### config.mk
export PLATFORM = sky130hd
export DESIGN_NAME = lpm_entry_ctrl
export DESIGN_NICKNAME = d
export VERILOG_FILES = /design/src/rtl/lpm_pkg.sv /design/src/rtl/lpm_regs.sv /design/src/rtl/lpm_fsm.sv /design/src/rtl/lpm_flash_rec.sv /design/src/rtl/lpm_entry_ctrl.sv
export SDC_FILE = /design/constraint.sdc
export NUM_CORES = 1
export LEC_CHECK = 0
export ABC_AREA = 1
export BUFFER_PORTS_ARGS = -buffer_cell sky130_fd_sc_hd__buf_2
export CAP_MARGIN = 20
export CORE_MARGIN = 2
export CORE_UTILIZATION = 30
export DETAILED_ROUTE_END_ITERATION = 10
export PLACE_DENSITY = 0.46
export SLEW_MARGIN = 20
export SYNTH_ARGS = -nofsm -noshare
export SYNTH_HDL_FRONTEND = slang
export SYNTH_HIERARCHICAL = 1
export SYNTH_SLANG_ARGS = --single-unit
### constraint.sdc
create_clock -name clk -period 2.9 [get_ports clk]
set_input_delay 0.29 -clock clk [delete_from_list [all_inputs] [get_ports clk]]
set_output_delay 0.29 -clock clk [all_outputs]
set_load 0.01 [all_outputs]
### src/rtl/lpm_pkg.sv
package lpm_pkg;

    typedef enum logic [2:0] {
        LP_RUN   = 3'd0,
        LP_SLEEP = 3'd1,
        LP_STOP  = 3'd2,
        LP_STBY  = 3'd3,
        LP_DEEP  = 3'd4
    } lp_state_e;

    // control register (address 0) field positions
    localparam int CTL_STOP      = 0;
    localparam int CTL_STBY      = 1;
    localparam int CTL_DEEP      = 2;
    localparam int CTL_HOLD      = 3;
    localparam int CTL_FOFF_SLP  = 4;
    localparam int CTL_FOFF_STOP = 5;
    localparam int CTL_RELEASE   = 6;   // write-only strobe, not stored
    localparam int CTL_W         = 6;

    // flag register (address 1) field positions
    localparam int FLG_DEEP = 0;
    localparam int FLG_STOP = 1;
    localparam int FLG_STBY = 2;
    localparam int FLG_W    = 3;

    localparam int ADDR_CTL = 0;
    localparam int ADDR_FLG = 1;

endpackage

### src/rtl/lpm_regs.sv
module lpm_regs
    import lpm_pkg::*;
#(
    parameter int DATA_W = 8,
    parameter int ADDR_W = 2
) (
    input  logic              clk,
    input  logic              rst_n,
    input  logic              wr_en,
    input  logic [ADDR_W-1:0] wr_addr,
    input  logic [DATA_W-1:0] wr_data,
    input  logic [FLG_W-1:0]  set_flags,
    output logic [CTL_W-1:0]  ctrl,
    output logic [FLG_W-1:0]  flags,
    output logic              release_stb
);

    typedef struct packed {
        logic [CTL_W-1:0] ctrl;
        logic [FLG_W-1:0] flags;
    } regs_t;

    regs_t reg_d, reg_q;
    logic  hit_ctl, hit_flg;

    always_comb begin
        hit_ctl = wr_en && (wr_addr == ADDR_W'(ADDR_CTL));
        hit_flg = wr_en && (wr_addr == ADDR_W'(ADDR_FLG));
        reg_d   = reg_q;
        if (hit_ctl) begin
            reg_d.ctrl = wr_data[CTL_W-1:0];
        end
        if (hit_flg) begin
            reg_d.flags = reg_q.flags & ~wr_data[FLG_W-1:0];
        end
        // a new entry outranks a clear in the same cycle
        reg_d.flags = reg_d.flags | set_flags;
        release_stb = hit_ctl && wr_data[CTL_RELEASE];
    end

    always_ff @(posedge clk or negedge rst_n) begin
        if (!rst_n) begin
            reg_q <= '0;
        end else begin
            reg_q <= reg_d;
        end
    end

    assign ctrl  = reg_q.ctrl;
    assign flags = reg_q.flags;

    for (genvar gi = 0; gi < FLG_W; gi++) begin : g_flag_chk
        p_flag_w1c_r6: assert property (@(posedge clk) disable iff (!rst_n)
            $fell(reg_q.flags[gi]) |->
                $past(wr_en && wr_addr == ADDR_W'(ADDR_FLG) && wr_data[gi]));
        p_flag_set_r6: assert property (@(posedge clk) disable iff (!rst_n)
            set_flags[gi] |=> reg_q.flags[gi]);
    end

endmodule

### src/rtl/lpm_fsm.sv
module lpm_fsm
    import lpm_pkg::*;
(
    input  logic             clk,
    input  logic             rst_n,
    input  logic             wfi,
    input  logic             wake,
    input  logic             inhibit,
    input  logic [CTL_W-1:0] ctrl,
    input  logic             flash_ready,
    input  logic             release_stb,
    output lp_state_e        state,
    output logic [FLG_W-1:0] set_flags,
    output logic             io_hold
);

    typedef struct packed {
        lp_state_e st;
        logic      hold;
    } fsm_t;

    fsm_t      fsm_d, fsm_q;
    lp_state_e target;

    always_comb begin
        if (inhibit) begin
            target = LP_SLEEP;
        end else if (ctrl[CTL_DEEP]) begin
            target = LP_DEEP;
        end else if (ctrl[CTL_STBY]) begin
            target = LP_STBY;
        end else if (ctrl[CTL_STOP]) begin
            target = LP_STOP;
        end else begin
            target = LP_SLEEP;
        end
    end

    always_comb begin
        fsm_d     = fsm_q;
        set_flags = '0;
        if (fsm_q.st == LP_RUN) begin
            if (release_stb) begin
                fsm_d.hold = 1'b0;
            end
            if (wfi && flash_ready) begin
                fsm_d.st = target;
                case (target)
                    LP_DEEP: set_flags[FLG_DEEP] = 1'b1;
                    LP_STOP: set_flags[FLG_STOP] = 1'b1;
                    LP_STBY: begin
                        set_flags[FLG_STBY] = 1'b1;
                        if (ctrl[CTL_HOLD]) begin
                            fsm_d.hold = 1'b1;
                        end
                    end
                    default: ;
                endcase
            end
        end else if (wake) begin
            fsm_d.st = LP_RUN;
        end
    end

    always_ff @(posedge clk or negedge rst_n) begin
        if (!rst_n) begin
            fsm_q <= '{st: LP_RUN, hold: 1'b0};
        end else begin
            fsm_q <= fsm_d;
        end
    end

    assign state   = fsm_q.st;
    assign io_hold = fsm_q.hold;

    p_wake_returns_r5: assert property (@(posedge clk) disable iff (!rst_n)
        (fsm_q.st != LP_RUN && wake) |=> fsm_q.st == LP_RUN);
    p_lp_holds_r5: assert property (@(posedge clk) disable iff (!rst_n)
        (fsm_q.st != LP_RUN && !wake) |=> $stable(fsm_q.st));
    p_inhibit_sleep_r4: assert property (@(posedge clk) disable iff (!rst_n)
        (fsm_q.st == LP_RUN && wfi && flash_ready && inhibit) |=> fsm_q.st == LP_SLEEP);
    p_deep_first_r3: assert property (@(posedge clk) disable iff (!rst_n)
        (fsm_q.st == LP_RUN && wfi && flash_ready && !inhibit && ctrl[CTL_DEEP])
            |=> fsm_q.st == LP_DEEP);
    p_hold_release_r7: assert property (@(posedge clk) disable iff (!rst_n)
        $fell(fsm_q.hold) |-> $past(release_stb && fsm_q.st == LP_RUN));

endmodule

### src/rtl/lpm_flash_rec.sv
module lpm_flash_rec
    import lpm_pkg::*;
#(
    parameter int WAKE_CYC = 2500
) (
    input  logic             clk,
    input  logic             rst_n,
    input  lp_state_e        state,
    input  logic [CTL_W-1:0] ctrl,
    input  logic             wake,
    output logic             flash_off,
    output logic             flash_ready
);

    localparam int CNT_W = $clog2(WAKE_CYC + 1);

    typedef struct packed {
        logic [CNT_W-1:0] cnt;
    } rec_t;

    rec_t rec_d, rec_q;

    always_comb begin
        flash_off = ((state == LP_SLEEP) && ctrl[CTL_FOFF_SLP]) ||
                    ((state == LP_STOP)  && ctrl[CTL_FOFF_STOP]);
        rec_d = rec_q;
        if (flash_off && wake) begin
            rec_d.cnt = CNT_W'(WAKE_CYC);
        end else if (rec_q.cnt != '0) begin
            rec_d.cnt = rec_q.cnt - 1'b1;
        end
        flash_ready = !flash_off && (rec_q.cnt == '0);
    end

    always_ff @(posedge clk or negedge rst_n) begin
        if (!rst_n) begin
            rec_q <= '0;
        end else begin
            rec_q <= rec_d;
        end
    end

    p_recovery_start_r9: assert property (@(posedge clk) disable iff (!rst_n)
        (flash_off && wake) |=> !flash_ready);

endmodule

### src/rtl/lpm_entry_ctrl.sv
module lpm_entry_ctrl
    import lpm_pkg::*;
#(
    parameter int DATA_W   = 8,
    parameter int ADDR_W   = 2,
    parameter int WAKE_CYC = 2500
) (
    input  logic              clk,
    input  logic              rst_n,
    input  logic              bus_wr_en,
    input  logic [ADDR_W-1:0] bus_addr,
    input  logic [DATA_W-1:0] bus_wdata,
    input  logic              wfi_req,
    input  logic              wake_evt,
    input  logic              dbg_pd_block,
    output logic [2:0]        lp_state,
    output logic [2:0]        pwr_flags,
    output logic              io_hold,
    output logic              flash_off,
    output logic              flash_ready
);

    logic [CTL_W-1:0] ctrl;
    logic [FLG_W-1:0] flags;
    logic [FLG_W-1:0] set_flags;
    logic             release_stb;
    lp_state_e        state;

    lpm_regs #(.DATA_W(DATA_W), .ADDR_W(ADDR_W)) regs_i (
        .clk         (clk),
        .rst_n       (rst_n),
        .wr_en       (bus_wr_en),
        .wr_addr     (bus_addr),
        .wr_data     (bus_wdata),
        .set_flags   (set_flags),
        .ctrl        (ctrl),
        .flags       (flags),
        .release_stb (release_stb)
    );

    lpm_fsm fsm_i (
        .clk         (clk),
        .rst_n       (rst_n),
        .wfi         (wfi_req),
        .wake        (wake_evt),
        .inhibit     (dbg_pd_block),
        .ctrl        (ctrl),
        .flash_ready (flash_ready),
        .release_stb (release_stb),
        .state       (state),
        .set_flags   (set_flags),
        .io_hold     (io_hold)
    );

    lpm_flash_rec #(.WAKE_CYC(WAKE_CYC)) flash_i (
        .clk         (clk),
        .rst_n       (rst_n),
        .state       (state),
        .ctrl        (ctrl),
        .wake        (wake_evt),
        .flash_off   (flash_off),
        .flash_ready (flash_ready)
    );

    assign lp_state  = state;
    assign pwr_flags = flags;

    p_flash_on_run_r8: assert property (@(posedge clk) disable iff (!rst_n)
        (state == LP_RUN || state == LP_STBY || state == LP_DEEP) |-> !flash_off);

endmodule

==> results of run 1 <==
[cells by family after synthesis]
family,share of synthesized area
AND/OR/NAND/NOR,0.3984
flip-flops,0.4303
buffers and inverters,0.1110
adder cells (fa/ha/maj),0.01721
XOR/XNOR,0.006025
AO/OA/AOI/OAI,0.03700
[sequential cells by signal (all words and copies together) (netlist names)]
register / flops
fsm_i/io_hold: 1
flash_i/rec_q: 12
fsm_i/state: 3
regs_i/ctrl: 6
regs_i/flags: 3
[worst min-delay path by stage]
stage	endpoint	slack [ps]	cells after the start
global route	flash_i/rec_q[10]$_DFFE_PN0P_	50	1
floorplan	flash_i/rec_q[0]$_DFFE_PN0P_	-6	0
CTS	flash_i/rec_q[10]$_DFFE_PN0P_	20	1
detailed placement	flash_i/rec_q[10]$_DFFE_PN0P_	340	1
global placement	flash_i/rec_q[10]$_DFFE_PN0P_	330	1
finish	flash_i/rec_q[10]$_DFFE_PN0P_	5	1
[worst max-delay path, cell delays in order (launching register included)]
cell     delay [ps]
dfrtp_1         390
inv_1           110
ha_1            200
nand3_1         130
nor2_4          160
nand2_4         100
nor2_1          130
buf_2           140
[synth_stat cells]
cell	instances
buf_6	2
nand2_4	1
ha_1	2
nor3_2	1
nand3_1	17
nor2_2	4
inv_2	3
nor2_4	2
o21ai_1	3
nand4_1	11
nand3_4	1
and2_1	1
o211ai_1	1
dfrtp_1	25
nor2_1	24
o22ai_1	1
a21oi_1	1
o21ai_0	4
xor2_1	1
nand3b_1	2
inv_1	34
nand2_1	54
nand2_2	4
[cell type report]
class	count	area (µm²)
Inverter	37	138.9
Timing Repair Buffer	23	115.1
Clock buffer	4	45.04
Fill cell	508	3033
Sequential cell	25	625.6
Tap cell	54	67.56
Multi-Input combinational cell	135	666.9
[stage by stage]
stage | instance area (µm²) | total power, mW
after floorplan | 1454 | 0.6328
after global placement | 1614 | 0.6930
after detailed placement | 1614 | 0.6937
after CTS | 1659 | 0.9128
after global routing | 1659 | 0.9762
final | 1659 | 0.8946
[power by group through the flow]
stage | clock network (mW) | logic (mW) | registers (mW)
after floorplan | 0 | 0.168 | 0.465
after global placement | 0 | 0.211 | 0.482
after detailed placement | 0 | 0.212 | 0.481
after CTS | 0.225 | 0.213 | 0.475
after global routing | 0.238 | 0.252 | 0.486
final | 0.211 | 0.210 | 0.473
[layer usage]
layer,track usage,vias up
met5,0,-
met4,0.03030,0
met3,0.02881,2
met2,0.2202,17
met1,0.1670,549
li1,-,675
==> results.cfg, run 1 <==
[status]
status = complete, no violations

[synthesis]
syn_inst = 199
postSynthAreaPerCell_um2 = 7.306
yosys-top-cells-area = dfrtp_1 43%, nand2_1 14%, inv_1 8.8%, nor2_1 6.2%, nand3_1 5.9%
synth_top_area_frac = 0.4303
syn_area_um2 = 1454
synth_fp_nets = 217
ys_ff_latch = 25
ys_seq_area_frac = 0.4303
synth_top_area_cell = dfrtp_1
synth-warning-count = 6
synth_cell_type_count = 23

[cts]
cts.path.max_buffers = 2
cts_tree = yes
cts_setup_buffers = 0
cts_buffers = 3
clk_pin_slew_ps = 90
cts_resized = 0
cts_root_buf = clkbuf_8
clock-sinks = 25
htreeDepth = 1
hold_buffers = 0
clk_latency_ps = 270

[power]
p_leak_nw = 0.9077
p_comb_frac = 0.235
pwr-share-clk = 0.236
p_int_mw = 0.5946
p_seq_frac = 0.529
power.density_nw_per_um2 = 539.2
switchingPower_mw = 0.3000
ir_worst_vdd_v = 0.0002518
swShare = 0.3353

[global_routing]
antenna_found_initial = 0
grt_pass1_wl_mm = 5.437
grtUsageTotal = 0.1295
grt_start_max_net_pins = 26
grt-ovfl-total = 0
grt_pass1_vias = 1209

[finish]
antenna_cells = 0
layout_common_cells = 54 x nand2_1, 34 x inv_1, 25 x dfrtp_1
final_core_util = 0.3536
nNetsFinal = 243
drive_gt1_frac = 0.1875
final_common_cell = nand2_1
area_growth_pct = 14.11
final-instance-count-excl-fill = 278

[critical_path]
cp_max_fo = 9
worst_r2r_endpoint = regs_i/flags[1]$_DFF_PN0_
critPathLaunch = flash_i/rec_q[0]$_DFFE_PN0P_
r2r_slack_ps = 1070
r2r-start = flash_i/rec_q[0]$_DFFE_PN0P_
path_class = reg -> out
critPathRequiredTime_ps = 2610
cp-end-kind = output port
worstSetupStartpointType = flip-flop
cp.arrival_ps = 1640
crit_end = flash_ready
reg2reg_depth = 12

[sta]
fmax_mhz = 517.2
setup_tns_ps = 0
setup_viol = 0
slew_viol_final = 0
min_period_ps = 1933
whs_ps = 4.742
postLayoutSetupSlackWorst_ps = 966.6
hold_viol_final = 0
maxSlewHeadroom = 0.6160
finalClockSkew_ps = 5.342
finalCritPeriodShare = 0.6667
worst_pin_slew_ps = 575.9
rsz0062_at_grt = false

[route]
avgViaCountPerCell = 4.471
dr_wl_met2_mm = 1.501
drc = 0
drt_iter0_drc = 56
vias = 1243
firstDrtPassIters = 4
wl_met3_um = 109
routed_wl_mm = 3.090
ant_nets = 0
met1_length_mm = 1.459
post_drt_wl_per_cell_um = 11.12
top_layer = met4

[floorplanning]
coreArea_um2 = 4692
num_rows = 25
fp.dieW_um = 73.62
dieArea_um2 = 5419
die-height_um = 73.62
start_util = 0.3099
ios = 25

[placement]
place.detailed.hpwl_mm = 2.322
place.gp.congestion = 0.7962
placedCellCount = 274
portBuffers = 23
pre_cts_ws_ps = 1035

[min_path]
min_path_type = in -> async

[run]
cap_violations = 0
Note: power is estimated with default switching activity, not from simulation.
==> run 2: changes to the inputs <==
--- a/config.mk
+++ b/config.mk
@@ -5,7 +5,7 @@
 export SDC_FILE = /design/constraint.sdc
 export NUM_CORES = 1
 export LEC_CHECK = 0
-export ABC_AREA = 1
+export ABC_AREA = 0
 export BUFFER_PORTS_ARGS = -buffer_cell sky130_fd_sc_hd__buf_2
 export CAP_MARGIN = 20
 export CORE_MARGIN = 2
==> constraint.sdc (replaced) <==
create_clock -name clk -period 1.85 [get_ports clk]
set_input_delay 0.185 -clock clk [delete_from_list [all_inputs] [get_ports clk]]
set_output_delay 0.185 -clock clk [all_outputs]
set_load 0.01 [all_outputs]
==> results.cfg, run 2 <==
[placement]
pre_cts_ws_ps = 9.011
placed_area_um2 = 1577
portBuffers = 23
place.gp.congestion = 0.8130
place.detailed.hpwl_mm = 2.178

[route]
drc = 0
ant_nets = 0
avgViaCountPerCell = 4.915
firstDrtPassIters = 4
routed_wl_mm = 3.007
post_drt_wl_per_cell_um = 14.18
drt_iter0_drc = 21
vias = 1042

[cts]
cts.path.max_buffers = 2
cts_tree = yes
clk_latency_ps = 260
clock-sinks = 25
clk_pin_slew_ps = 90
htreeDepth = 1
cts_buffers = 3
cts_root_buf = clkbuf_8

[critical_path]
critPathRequiredTime_ps = 1660
r2r-start = flash_i/rec_q[0]$_DFFE_PN0P_
cp.arrival_ps = 1580
path_class = reg -> out
cp-end-kind = output port
worstSetupStartpointType = flip-flop
reg2reg_depth = 9
critPathLaunch = flash_i/rec_q[0]$_DFFE_PN0P_
cp_max_fo = 4
worst_r2r_endpoint = regs_i/flags[1]$_DFF_PN0_
r2r_slack_ps = 120

[sta]
setup_viol = 0
fmax_mhz = 565.4
finalClockSkew_ps = 3.194
slew_viol_final = 0
maxSlewHeadroom = 0.6077
postLayoutSetupSlackWorst_ps = 81.47
setup_tns_ps = 0
finalCritPeriodShare = 0.9560
worst_pin_slew_ps = 588.4
hold_viol_final = 0
min_period_ps = 1769
whs_ps = 144.2

[power]
total_power_mw = 1.591
power.density_nw_per_um2 = 948.5
p_leak_nw = 0.7373
ir_worst_vdd_v = 0.0003171

[finish]
fillerInstances = 427
area_growth_pct = 27.84
drive_gt1_frac = 0.3813
layout_common_cells = 25 x dfrtp_1, 23 x buf_2, 12 x buf_4
register_area_um2 = 625.6
regMostFlops = flash_i/rec_q
antenna_cells = 0
final_common_cell = dfrtp_1
nNetsFinal = 179
largest_reg_flops = 12
design_area_um2 = 1678
multi_input_area_um2 = 696.9

[synthesis]
synth-warning-count = 6
yosys.cell_count.top_type = dfrtp_1
yosys-top-cells-area = dfrtp_1 48%, mux2_2 5.1%, nor2_1 3.4%, nand4b_1 2.7%, xnor2_1 2.7%
synth_fp_nets = 139
dominantRegCellSynth = dfrtp_1
ys_seq_area_frac = 0.4766
postSynthAreaPerCell_um2 = 10.85
syn_inst = 121
synth_top_area_cell = dfrtp_1
ys_ff_latch = 25
synthArstFlopShare = 1.000
synth_common_cells = 25 x dfrtp_1, 12 x nor2_1, 8 x inv_1, 8 x nand2_1, 6 x mux2_2
syn_area_um2 = 1313
synth_edf_count = 0
synth_top_area_frac = 0.4766
synth_cell_type_count = 42

[floorplanning]
coreArea_um2 = 4294
die-height_um = 70.15
ios = 25
num_rows = 24
start_util = 0.3057
fp.dieW_um = 70.15
dieArea_um2 = 4920

[global_routing]
grt_pass1_wl_mm = 5.112
antenna_found_initial = 0
grtUsageTotal = 0.1312
grt_pass1_vias = 1099
grt_start_max_net_pins = 26
grt-ovfl-total = 0

[min_path]
hp-start = bus_wdata[3]
hold_end = regs_i/ctrl[3]$_DFFE_PN0P_
min_path_type = in -> reg
hold_path_depth = 2

[status]
status = complete, no violations

[run]
cap_violations = 0
-- run 2: cell types whose count changed after synthesis, moves of 6 or more --
cell | before | now
nand2_1 | 54 | 8
inv_1 | 34 | 8
nor2_1 | 24 | 12
nand4_1 | 11 | 0
nand3_1 | 17 | 1
mux2_2 | 0 | 6
-- run 2: logic make-up after synthesis --
family | share of synthesized area
AO/OA/AOI/OAI | 0.1173
XOR/XNOR | 0.04004
buffers and inverters | 0.02574
AND/OR/NAND/NOR | 0.2622
multiplexers | 0.05910
adder cells (fa/ha/maj) | 0.01906
flip-flops | 0.4766
-- run 2: timing repair --
action | CTS | global route
hold buffers | 1 | 0
pin swaps | 2 | 2
endpoints found under the setup margin | 2 | 7
resized for setup | 2 | 4
setup buffers | 2 | 1
hold endpoints to repair | 25 | 0
-- run 2: worst max path at each step --
stage / to / slack (ps) / cells past startpoint
after floorplan: regs_i/flags[0]$_DFF_PN0_ / 8 / 8
after global placement: regs_i/flags[0]$_DFF_PN0_ / 40 / 8
after detailed placement: flash_i/rec_q[6]$_DFFE_PN0P_ / 9 / 6
after CTS: flash_ready / 1 / 6
after global routing: flash_ready / -9 / 6
final: flash_ready / 80 / 6
-- run 2: power breakdown --
group | switching, mW | internal (mW) | total, mW | leakage, nW
Combinational | 0.233 | 0.269 | 0.502 | 0.416
Sequential | 0.115 | 0.653 | 0.768 | 0.299
Clock | 0.168 | 0.154 | 0.322 | 0.0228
Total | 0.516 | 1.08 | 1.59 | 0.737
-- run 2: area by class of cell --
| cell class | instances | area share |
|---|---|---|
| inverters | 8 | 0.01790 |
| well taps | 52 | 0.03878 |
| multi-input cells | 87 | 0.4154 |
| clock buffers | 4 | 0.02685 |
| flip-flops and latches | 25 | 0.3729 |
| repair buffers | 36 | 0.1283 |
-- run 2: metal layers --
layer	GRT usage	part of all wire
met4	0.04487	0.011
met3	0.02165	0.028
met5	0	0
met2	0.2317	0.51
met1	0.1615	0.45
-- run 2: worst max-delay path: stages (launching register included) --
cell,delay (ps)
dfrtp_1,410
inv_1,100
ha_2,190
nor4b_4,220
nand3_2,140
nor2_4,120
buf_2,140
-- run 2: stage by stage --
| stage | util | std cells |
|---|---|---|
| final | 0.3907 | 212 |
| after floorplan | - | 121 |
| after detailed placement | 0.3671 | 204 |
| after CTS | 0.3861 | 211 |
| after global routing | 0.3907 | 212 |
| after global placement | 0.3671 | 204 |
